==> src/rtl/commasync_pkg.sv <==
package commasync_pkg;

  typedef enum logic [1:0] {
    ST_BITSYNC = 2'd0,
    ST_REALIGN = 2'd1,
    ST_CHECK   = 2'd2,
    ST_READY   = 2'd3
  } syncState_t;

  // strobes from the controller to the datapath
  typedef struct packed {
    logic loadOffset;
    logic emitValid;
  } alignCtl_t;

endpackage

==> src/rtl/comma_scan.sv <==
module comma_scan #(
  parameter int SYM_W   = 10,
  parameter int COMMA_W = 7,
  parameter int OFF_W   = 4
) (
  input  logic [2*SYM_W-1:0] window,
  output logic [SYM_W-1:0]   slices [SYM_W],
  output logic [SYM_W-1:0]   hits,
  output logic               anyHit,
  output logic [OFF_W-1:0]   firstHit
);

  localparam logic [COMMA_W-1:0] PLUS_PAT  = {2'b00, {(COMMA_W-2){1'b1}}};
  localparam logic [COMMA_W-1:0] MINUS_PAT = ~PLUS_PAT;

  // one candidate slice per bit offset; offset k starts k bits into the older word
  for (genvar k = 0; k < SYM_W; k++) begin : g_off
    assign slices[k] = window[2*SYM_W-1-k -: SYM_W];
    assign hits[k]   = (slices[k][SYM_W-1 -: COMMA_W] == PLUS_PAT) ||
                       (slices[k][SYM_W-1 -: COMMA_W] == MINUS_PAT);
  end

  assign anyHit = |hits;

  // lowest offset has priority
  always_comb begin
    firstHit = '0;
    for (int k = SYM_W - 1; k >= 0; k--) begin
      if (hits[k]) firstHit = OFF_W'(k);
    end
  end

endmodule

==> src/rtl/commasync_datapath.sv <==
module commasync_datapath
  import commasync_pkg::*;
#(
  parameter int SYM_W   = 10,
  parameter int COMMA_W = 7
) (
  input  logic             clk,
  input  logic             rstN,
  input  logic [SYM_W-1:0] rawWord,
  input  alignCtl_t        ctl,
  output logic             commaFound,
  output logic [SYM_W-1:0] symOut,
  output logic             symValid,
  output logic             startOfChar
);

  localparam int OFF_W = $clog2(SYM_W);

  logic [SYM_W-1:0]   prevWord;
  logic [OFF_W-1:0]   offsetReg;
  logic [OFF_W-1:0]   firstHit;
  logic [OFF_W-1:0]   curOffset;
  logic [SYM_W-1:0]   slices [SYM_W];
  logic [SYM_W-1:0]   hits;
  logic [2*SYM_W-1:0] window;

  assign window = {prevWord, rawWord};

  comma_scan #(
    .SYM_W  (SYM_W),
    .COMMA_W(COMMA_W),
    .OFF_W  (OFF_W)
  ) u_scan (
    .window  (window),
    .slices  (slices),
    .hits    (hits),
    .anyHit  (commaFound),
    .firstHit(firstHit)
  );

  // the comma symbol itself uses the freshly found offset
  assign curOffset = ctl.loadOffset ? firstHit : offsetReg;

  always_ff @(posedge clk or negedge rstN) begin
    if (!rstN) begin
      prevWord    <= '0;
      offsetReg   <= '0;
      symOut      <= '0;
      symValid    <= 1'b0;
      startOfChar <= 1'b0;
    end else begin
      prevWord    <= rawWord;
      if (ctl.loadOffset) offsetReg <= firstHit;
      symOut      <= slices[curOffset];
      symValid    <= ctl.emitValid;
      startOfChar <= ctl.emitValid && hits[curOffset];
    end
  end

  // offset moves only on a load strobe
  p_offset_hold_r9: assert property (@(posedge clk) disable iff (!rstN)
    !ctl.loadOffset |=> $stable(offsetReg));

  // marker never without a valid symbol
  p_soc_valid_r3: assert property (@(posedge clk) disable iff (!rstN)
    startOfChar |-> symValid);

  // a load always produces a valid comma symbol on the next cycle
  p_load_emits_r5: assert property (@(posedge clk) disable iff (!rstN)
    ctl.loadOffset |=> (symValid && startOfChar));

endmodule

==> src/rtl/commasync_ctrl.sv <==
module commasync_ctrl
  import commasync_pkg::*;
#(
  parameter int CONFIRM_RUN = 4
) (
  input  logic      clk,
  input  logic      rstN,
  input  logic      lockIn,
  input  logic      invalidSym,
  input  logic      commaFound,
  input  logic      symValid,
  output alignCtl_t ctl,
  output logic      syncOk,
  output logic      lostSync
);

  localparam int CNT_W = $clog2(CONFIRM_RUN + 1);

  syncState_t       state;
  logic [CNT_W-1:0] goodCnt;
  logic             recheck;

  assign ctl.loadOffset = lockIn && (state == ST_REALIGN) && commaFound;
  assign ctl.emitValid  = lockIn && ((state == ST_CHECK) || (state == ST_READY) ||
                                     ((state == ST_REALIGN) && commaFound));
  assign syncOk = (state == ST_READY);

  always_ff @(posedge clk or negedge rstN) begin
    if (!rstN) begin
      state    <= ST_BITSYNC;
      goodCnt  <= '0;
      recheck  <= 1'b0;
      lostSync <= 1'b0;
    end else begin
      lostSync <= 1'b0;
      if (!lockIn) begin
        state   <= ST_BITSYNC;
        goodCnt <= '0;
        recheck <= 1'b0;
      end else begin
        unique case (state)
          ST_BITSYNC: state <= ST_REALIGN;
          ST_REALIGN: begin
            if (commaFound) begin
              state   <= ST_CHECK;
              goodCnt <= '0;
              recheck <= 1'b0;
            end
          end
          ST_CHECK: begin
            if (symValid) begin
              if (invalidSym) begin
                state    <= ST_REALIGN;
                goodCnt  <= '0;
                lostSync <= recheck;
                recheck  <= 1'b0;
              end else if (goodCnt == CNT_W'(CONFIRM_RUN - 1)) begin
                state   <= ST_READY;
                goodCnt <= '0;
                recheck <= 1'b0;
              end else begin
                goodCnt <= goodCnt + 1'b1;
              end
            end
          end
          ST_READY: begin
            if (symValid && invalidSym) begin
              state   <= ST_CHECK;
              goodCnt <= '0;
              recheck <= 1'b1;
            end
          end
          default: state <= ST_BITSYNC;
        endcase
      end
    end
  end

  // no lock forces the wait state
  p_nolock_r4: assert property (@(posedge clk) disable iff (!rstN)
    !lockIn |=> (state == ST_BITSYNC));

  // ready is reached only out of confirmation
  p_ready_entry_r6: assert property (@(posedge clk) disable iff (!rstN)
    $rose(syncOk) |-> ($past(state) == ST_CHECK));

  // loss pulse lasts one cycle
  p_lost_pulse_r8: assert property (@(posedge clk) disable iff (!rstN)
    lostSync |=> !lostSync);

  // loss pulse comes from a failed confirmation and lands in search
  p_lost_realign_r8: assert property (@(posedge clk) disable iff (!rstN)
    lostSync |-> ((state == ST_REALIGN) && ($past(state) == ST_CHECK)));

endmodule

==> src/rtl/comma_sync_top.sv <==
module comma_sync_top
  import commasync_pkg::*;
#(
  parameter int SYM_W       = 10,
  parameter int COMMA_W     = 7,
  parameter int CONFIRM_RUN = 4
) (
  input  logic             clk,
  input  logic             rstN,
  input  logic [SYM_W-1:0] rawWord,
  input  logic             lockIn,
  input  logic             invalidSym,
  output logic [SYM_W-1:0] symOut,
  output logic             symValid,
  output logic             startOfChar,
  output logic             syncOk,
  output logic             lostSync
);

  alignCtl_t ctl;
  logic      commaFound;

  commasync_datapath #(
    .SYM_W  (SYM_W),
    .COMMA_W(COMMA_W)
  ) u_dp (
    .clk        (clk),
    .rstN       (rstN),
    .rawWord    (rawWord),
    .ctl        (ctl),
    .commaFound (commaFound),
    .symOut     (symOut),
    .symValid   (symValid),
    .startOfChar(startOfChar)
  );

  commasync_ctrl #(
    .CONFIRM_RUN(CONFIRM_RUN)
  ) u_ctrl (
    .clk       (clk),
    .rstN      (rstN),
    .lockIn    (lockIn),
    .invalidSym(invalidSym),
    .commaFound(commaFound),
    .symValid  (symValid),
    .ctl       (ctl),
    .syncOk    (syncOk),
    .lostSync  (lostSync)
  );

endmodule

==> config.mk <==
export PLATFORM = sky130hd
export DESIGN_NAME = comma_sync_top
export DESIGN_NICKNAME = d
export VERILOG_FILES = /design/src/rtl/commasync_pkg.sv /design/src/rtl/comma_scan.sv /design/src/rtl/commasync_datapath.sv /design/src/rtl/commasync_ctrl.sv /design/src/rtl/comma_sync_top.sv
export SDC_FILE = /design/constraint.sdc
export NUM_CORES = 1
export LEC_CHECK = 0
export BUFFER_PORTS_ARGS = -buffer_cell sky130_fd_sc_hd__buf_4
export CAP_MARGIN = 10
export CELL_PAD_IN_SITES_DETAIL_PLACEMENT = 0
export CELL_PAD_IN_SITES_GLOBAL_PLACEMENT = 1
export CORE_ASPECT_RATIO = 1.2
export CORE_MARGIN = 2
export CORE_UTILIZATION = 41
export CTS_CLUSTER_SIZE = 28
export DETAILED_ROUTE_END_ITERATION = 7
export HOLD_SLACK_MARGIN = 0.05
export PLACE_DENSITY = 0.83
export RECOVER_POWER = 100
export SLEW_MARGIN = 25
export SYNTH_ARGS = -nofsm -noshare
export SYNTH_HDL_FRONTEND = slang
export SYNTH_SLANG_ARGS = --single-unit
==> constraint.sdc <==
create_clock -name clk -period 2.8 [get_ports clk]
set_input_delay 0.14 -clock clk [delete_from_list [all_inputs] [get_ports clk]]
set_output_delay 0.14 -clock clk [all_outputs]
set_load 0.01 [all_outputs]
* After elaboration in Yosys (flattened, before gate mapping)
Index checks and enable logic that the tools add are counted.
Storage, ports and cells: bits in registers 33, output and inout port bits 14, bits of input ports 14, word-level logic and storage cells 106
Cells by class: magnitude comparators 2, bitwise gates (word level) 1, multiplexer cells 41, reductions and logical operators 23, add/subtract/negate cells 1, eq/ne operators 29
Operators by type and width (count):
- equality test 7 x 5 -> 1 bit, second input constant | 10
- equality test 7 bit, second input constant | 10
- two-way mux 4 bit | 11
- binary-select mux 10 bit (select 4 bit) | 1
- two-way mux 10 bit | 2
- two-way mux 3 bit | 6
- logical OR 1 bit | 12
- two-way mux 2 bit | 6
- two-way mux 1 bit | 11
- OR reduction 10 bit | 1
- case mux 3 bit (3 select lines) | 1
- case mux 2 bit (4 select lines) | 1
- AND reduction 4 bit | 2
- logical AND 1 bit | 6
- inequality test 3 x 2 -> 1 bit, second input constant | 2
- greater-or-equal comparator 5 bit, second input constant | 1
- less-than comparator 4 x 5 -> 1 bit, second input constant | 1
- NOT 4 -> 5 bit | 1
- AND reduction 5 bit | 1
- binary-select mux 1 bit (select 4 bit) | 1
- equality test 2 bit, second input constant | 2
- inequality test 4 x 1 -> 1 bit, second input constant | 1
- inequality test 4 bit, second input constant | 1
- adder 3 x 1 -> 3 bit, second input constant | 1
- other kinds (5) | 5

* Longest topological paths before layout
word-level depth 17, depth in mapped cells 13, gate-level depth less buffers 12

* Cells and area by module
A second synthesis with hierarchy kept.
Unflattened totals: cells, all modules 485, area, all modules 3783.6 um^2
By module, submodules not included:
- commasync_datapath | seq. area each 650.6 um^2, times used 1, area each 1991.9 um^2, cells each 246
- comma_scan | seq. area each 0.0 um^2, times used 1, area each 1266.2 um^2, cells each 181
- commasync_ctrl | seq. area each 175.2 um^2, times used 1, area each 525.5 um^2, cells each 58

* Worst setup path after synthesis
OpenSTA, ideal clock, no wires.
path type register -> register, start point register u_dp.prevWord[5], end point register u_dp.symOut[2], period minus slack after synthesis 2.965 ns, required time 2.674 ns, library setup time 0.126 ns, arrival 2.839 ns, path buffers 1, path slack -0.165 ns, stages on the path, launching flop included 11, cells stage by stage dfrtp_1 > buf_2 > or4_1 > and3b_1 > o211a_1 > and3_4 > nor2_8 > inv_4 > a221o_1 > mux2_2 > a221o_1
Between the ends: word-level cells in the longest chain between the ends 12, elaborated cells on any way between the ends 27, those cells by class 10 x eq/ne; 9 x mux; 1 x bitwise; 7 x reduce/logical
Ends and longest elaborated chain:
- start: declaration | RTL line commasync_datapath.sv:19 | logic [SYM_W-1:0] prevWord;
- start signal: assignment | RTL line commasync_datapath.sv:52 | prevWord <= rawWord;
- equality test 7 x 5 -> 1 bit or equality test 7 bit (tied branches) | RTL line comma_scan.sv:19, comma_scan.sv:20
- logical OR 1 bit | RTL line comma_scan.sv:19 | assign hits[k] = (slices[k][SYM_W-1 -: COMMA_W] == PLUS_PAT) ||
- two-way mux 4 bit (5 in a row) | RTL line comma_scan.sv:29 | if (hits[k]) firstHit = OFF_W'(k);
- two-way mux 4 bit * | RTL line commasync_datapath.sv:42 | assign curOffset = ctl.loadOffset ? firstHit : offsetReg;
- NOT 4 -> 5 bit (implied by the code) * | RTL line commasync_datapath.sv:54 | symOut <= slices[curOffset];
- binary-select mux 10 bit (select 4 bit) * | RTL line commasync_datapath.sv:54
- two-way mux 10 bit (implied by the code) * (2 in a row) | RTL line commasync_datapath.sv:54
- end signal: assignment | RTL line commasync_datapath.sv:54
- end: declaration | RTL line commasync_datapath.sv:12 | output logic [SYM_W-1:0] symOut,
Mark *: on every way between the ends. The rest lies on a longest branch, timed or not. The select of a mux whose other input is x is not followed. A chain may end at the register's enable or synchronous reset.

* Worst setup path after layout
start point register u_dp.prevWord[0], end point register u_dp.symOut[2]
Between the ends: word-level cells in the longest chain between the ends 17, elaborated cells on any way between the ends 38, those cells by class 14 x eq/ne; 14 x mux; 1 x bitwise; 9 x reduce/logical
Ends and longest elaborated chain (RTL line):
- equality test 7 x 5 -> 1 bit or equality test 7 bit (tied branches) | comma_scan.sv:19, comma_scan.sv:20
- logical OR 1 bit | comma_scan.sv:19
- two-way mux 4 bit (10 in a row) | comma_scan.sv:29
- two-way mux 4 bit | commasync_datapath.sv:42
- NOT 4 -> 5 bit (implied by the code) | commasync_datapath.sv:54
- binary-select mux 10 bit (select 4 bit) * | commasync_datapath.sv:54
- two-way mux 10 bit (implied by the code) * (2 in a row) | commasync_datapath.sv:54
Marks and branches as above.

==> results.json <==
{
  "run_status": "complete, but fails checks",
  "violations_in_the_final_reports": "max-capacitance violations, max-slew violations, negative setup slack",
  "worst_slew_margin_rel_pct": -24.8,
  "num_rows": 31,
  "clkTransAtPathRegs_ns": 0.08,
  "critPathArrivalTime_ns": 3.20,
  "cts_inserted_buffers": 5,
  "detail_route.vias_per_cell": 6.03,
  "power_frac_comb_pct": 65.2,
  "tritoncts": "yes",
  "maxClockFrequency_ghz": 0.330,
  "finalCritPeriodShare_pct": 108,
  "number_of_antenna_violations_at_the_first_check_in_global_routing": 0,
  "global_route.overflow_total": 0,
  "synth_largest_type_area_fraction_pct": 31.7,
  "route.vias.total": 2954,
  "criticalPathCategory": "reg2reg",
  "setup_slack_ns": -0.227,
  "min_from": "lockIn",
  "synthDominantAreaCellType": "sky130_fd_sc_hd__dfrtp_1",
  "power.leakage_uw": 0.00165,
  "share_of_post_route_cells_with_drive_strength_above_1_pct": 35.0,
  "floorplan.die.height_um": 91.3,
  "tightest_slew_ns": 1.87,
  "power.ir.vdd_worst_v": 0.000547,
  "yosys_most_used_dff": "sky130_fd_sc_hd__dfrtp_1",
  "synth_area_mm2": 0.00260,
  "p_switching_uw": 1270,
  "post-route-min-period_ns": 3.03,
  "critPathRequiredTime_ns": 2.97,
  "final_weighted_congestion_in_routability_driven_placement": 0.934,
  "power.switching_fraction_pct": 42.8,
  "wirelength_um": 9180,
  "start_util_pct": 42.7,
  "clock_sink_count": 33,
  "stdcell_area_mm2": 0.00380,
  "first_global_vias": 2850,
  "grt_pass1_wl_um": 14700,
  "antenna_violating_nets_post_route": 0,
  "syn-num-nets": 318,
  "ff2ff_path_depth": 9,
  "stdcell_count": 490,
  "power_frac_clock_pct": 11.9,
  "worst_hold_path_class": "in2reg",
  "setup_tns_ns": -1.51,
  "power_density_mw_per_mm2": 781,
  "maxCapViolations": 1,
  "worstHoldPathCells": 2,
  "global_route.usage.total_pct": 26.7,
  "rr_startpoint": "u_dp.prevWord[0]$_DFF_PN0_",
  "critical_path.startpoint_type": "register",
  "dpl-instance-area_mm2": 0.00339,
  "layout.filler_cells": 533,
  "top_cells_by_instance_count_after_synthesis": "sky130_fd_sc_hd__dfrtp_1 (33), sky130_fd_sc_hd__nand2_1 (33), sky130_fd_sc_hd__nor2_1 (20)",
  "layout.nets": 426,
  "cts.path.max_buffers": 2,
  "ios": 28,
  "post_synth_inst_count": 299,
  "fp.dieArea_mm2": 0.00700,
  "yosys.cell_types.count": 71,
  "yosysWarnings": 0,
  "synth.yosys.seq_area_share_pct": 31.7,
  "sequentialPowerShare_pct": 22.8,
  "postSynth.asyncResetShare_pct": 100,
  "number_of_hold_slack_violations_in_the_final_timing_report": 0,
  "drtIter0Drc": 249,
  "setup.worst_path.end_class": "register",
  "synth_area_per_cell_um2": 8.70,
  "hold_path_end": "u_ctrl.state[1]$_DFFE_PN0P_",
  "die_w_um": 76.7,
  "ys_ff_latch": 33,
  "cell_total_after_placement": 463,
  "h-tree-depth": 2,
  "power.internal_uw": 1700,
  "grt_setup_unrepaired": "true",
  "worstSkewPairLatency_ns": 0.29,
  "drc": 0,
  "clock_tree.root_cell": "sky130_fd_sc_hd__clkbuf_8",
  "synthTopCellsByArea": "sky130_fd_sc_hd__dfrtp_1 (32%), sky130_fd_sc_hd__mux2i_1 (6.2%), sky130_fd_sc_hd__nand2_1 (4.8%)",
  "final-max-slew-violation-count": 34,
  "setup_viol": 11,
  "core-area_mm2": 0.00609,
  "placement.setup.worst_slack_ns": -0.314,
  "wire_per_inst_um": 18.7,
  "drt_pass1_iterations": 5,
  "r2r_setup_slk_ns": -0.23,
  "crit-reg2reg-capture": "u_dp.symOut[2]$_DFF_PN0_",
  "dp_hpwl_um": 6740,
  "port_buffers": 27,
  "antenna_cells": 0,
  "critPathMaxFanout": 5,
  "number_of_enable_flip_flop_cells_after_synthesis": 0,
  "grt_max_degree": 34,
  "clock_skew_ns": 0.0126,
  "areaGrowthSynthToFinish_pct": 46.2
}
## state kept, by name (all words and copies together), names as in the netlist
| register | flops |
|---|---|
| u_ctrl.goodCnt | 3 |
| u_ctrl.lostSync | 1 |
| u_dp.symOut | 10 |
| u_ctrl.state | 2 |
| u_dp.prevWord | 10 |
| u_dp.symValid | 1 |
| u_ctrl.recheck | 1 |
| u_dp.startOfChar | 1 |
| u_dp.offsetReg | 4 |
## stage by stage
step           total power [µW]  hold WS, ns  utilization, %
2_1_floorplan              1690       -0.156               -
3_3_place_gp               2310        0.114            55.7
3_5_place_dp               2330        0.117            55.7
4_1_cts                    2880        0.125            61.2
5_1_grt                    3150        0.154            62.4
6_report                   2970        0.130            62.4
## metal layers
layer	global-route usage, %	up-vias	routed length, µm
met5	0	-	0
met4	13.8	0	417
met3	3.28	29	515
met2	44.8	114	4550
met1	33.4	1454	3690
li1	-	1357	-
## logic make-up after synthesis
| group | count (synthesis) | synth area share, % |
|---|---|---|
| flip-flops | 33 | 31.7 |
| buffers and inverters | 33 | 5.44 |
| AO/OA/AOI/OAI | 89 | 26.7 |
| multiplexers | 21 | 8.90 |
| adder cells (fa/ha/maj) | 5 | 2.41 |
| AND/OR/NAND/NOR | 118 | 24.8 |
## worst max-delay path, cell delays in order (launching register included)
cell                        delay (ns)
sky130_fd_sc_hd__dfrtp_1          0.43
sky130_fd_sc_hd__or2_1            0.32
sky130_fd_sc_hd__o32ai_2          0.33
sky130_fd_sc_hd__a311oi_1         0.11
sky130_fd_sc_hd__a2111oi_2        0.47
sky130_fd_sc_hd__nor3_2           0.11
sky130_fd_sc_hd__mux2_4           0.35
sky130_fd_sc_hd__buf_6            0.15
sky130_fd_sc_hd__mux2_4           0.30
sky130_fd_sc_hd__a221o_1          0.33
## area by class of cell
type | instances | area, µm² | area share (%)
multi-input cells | 233 | 1870 | 49.1
repair buffers | 117 | 846 | 22.2
flip-flops and latches | 33 | 830 | 21.8
well taps | 82 | 103 | 2.70
inverters | 17 | 76.3 | 2.01
clock buffers | 6 | 72.6 | 1.91
clock inverters | 2 | 10.0 | 0.263
## power groups by stage
stage	logic, µW	registers, µW	clock network, µW
after floorplan	974	713	0
after CTS	1830	679	367
after detailed placement	1640	688	0
final	1940	678	355
after global routing	2070	693	383
after global placement	1620	687	0
## how the worst max path moves through the flow
stage / startpoint / to / slack (ns) / cells past startpoint
final: u_dp.prevWord[0]$_DFF_PN0_ / u_dp.symOut[2]$_DFF_PN0_ / -0.23 / 9
after CTS: u_dp.prevWord[2]$_DFF_PN0_ / u_dp.startOfChar$_DFF_PN0_ / -0.17 / 10
after global placement: u_dp.prevWord[2]$_DFF_PN0_ / u_dp.startOfChar$_DFF_PN0_ / -0.30 / 10
after floorplan: u_dp.prevWord[4]$_DFF_PN0_ / u_dp.symOut[2]$_DFF_PN0_ / -0.08 / 10
after global routing: u_dp.prevWord[2]$_DFF_PN0_ / u_dp.symOut[2]$_DFF_PN0_ / -0.28 / 9
after detailed placement: u_dp.prevWord[3]$_DFF_PN0_ / u_dp.startOfChar$_DFF_PN0_ / -0.31 / 11
## cells in the final DEF, fill, tap and decap left out, drive strengths merged, types with 3 or more instances in the layout
cell         synthesis  final
buf                  7     86
nand2               33     33
dfrtp               33     33
clkbuf               9     31
nor2                22     22
inv                 16     16
mux2i               16     16
a21oi               15     15
o21ai               11     11
nor3                11     11
nor3b                9      9
nand3                7      7
o211ai               7      7
a221o                7      7
a211o                6      6
dlygate4sd3          0      6
a211oi               6      6
ha                   5      5
and3                 5      5
a221oi               5      5
nand3b               4      4
or3                  4      4
mux2                 4      4
nor4                 4      4
or2                  4      4
or4                  3      3
a31oi                3      3
a21o                 3      3
a22o                 3      3
a2111oi              3      3
clkinv               1      3
## timing repair
| action | in CTS | in global routing |
|---|---|---|
| pin swaps | 12 | 9 |
| buffers inserted | 9 | 5 |
| resized for setup | 29 | 27 |
| endpoints found under the setup margin | 12 | 14 |
| hold buffers | 6 | 0 |
| endpoints found under the hold margin | 38 | 0 |
No activity file was read; power rests on OpenSTA's default activity.
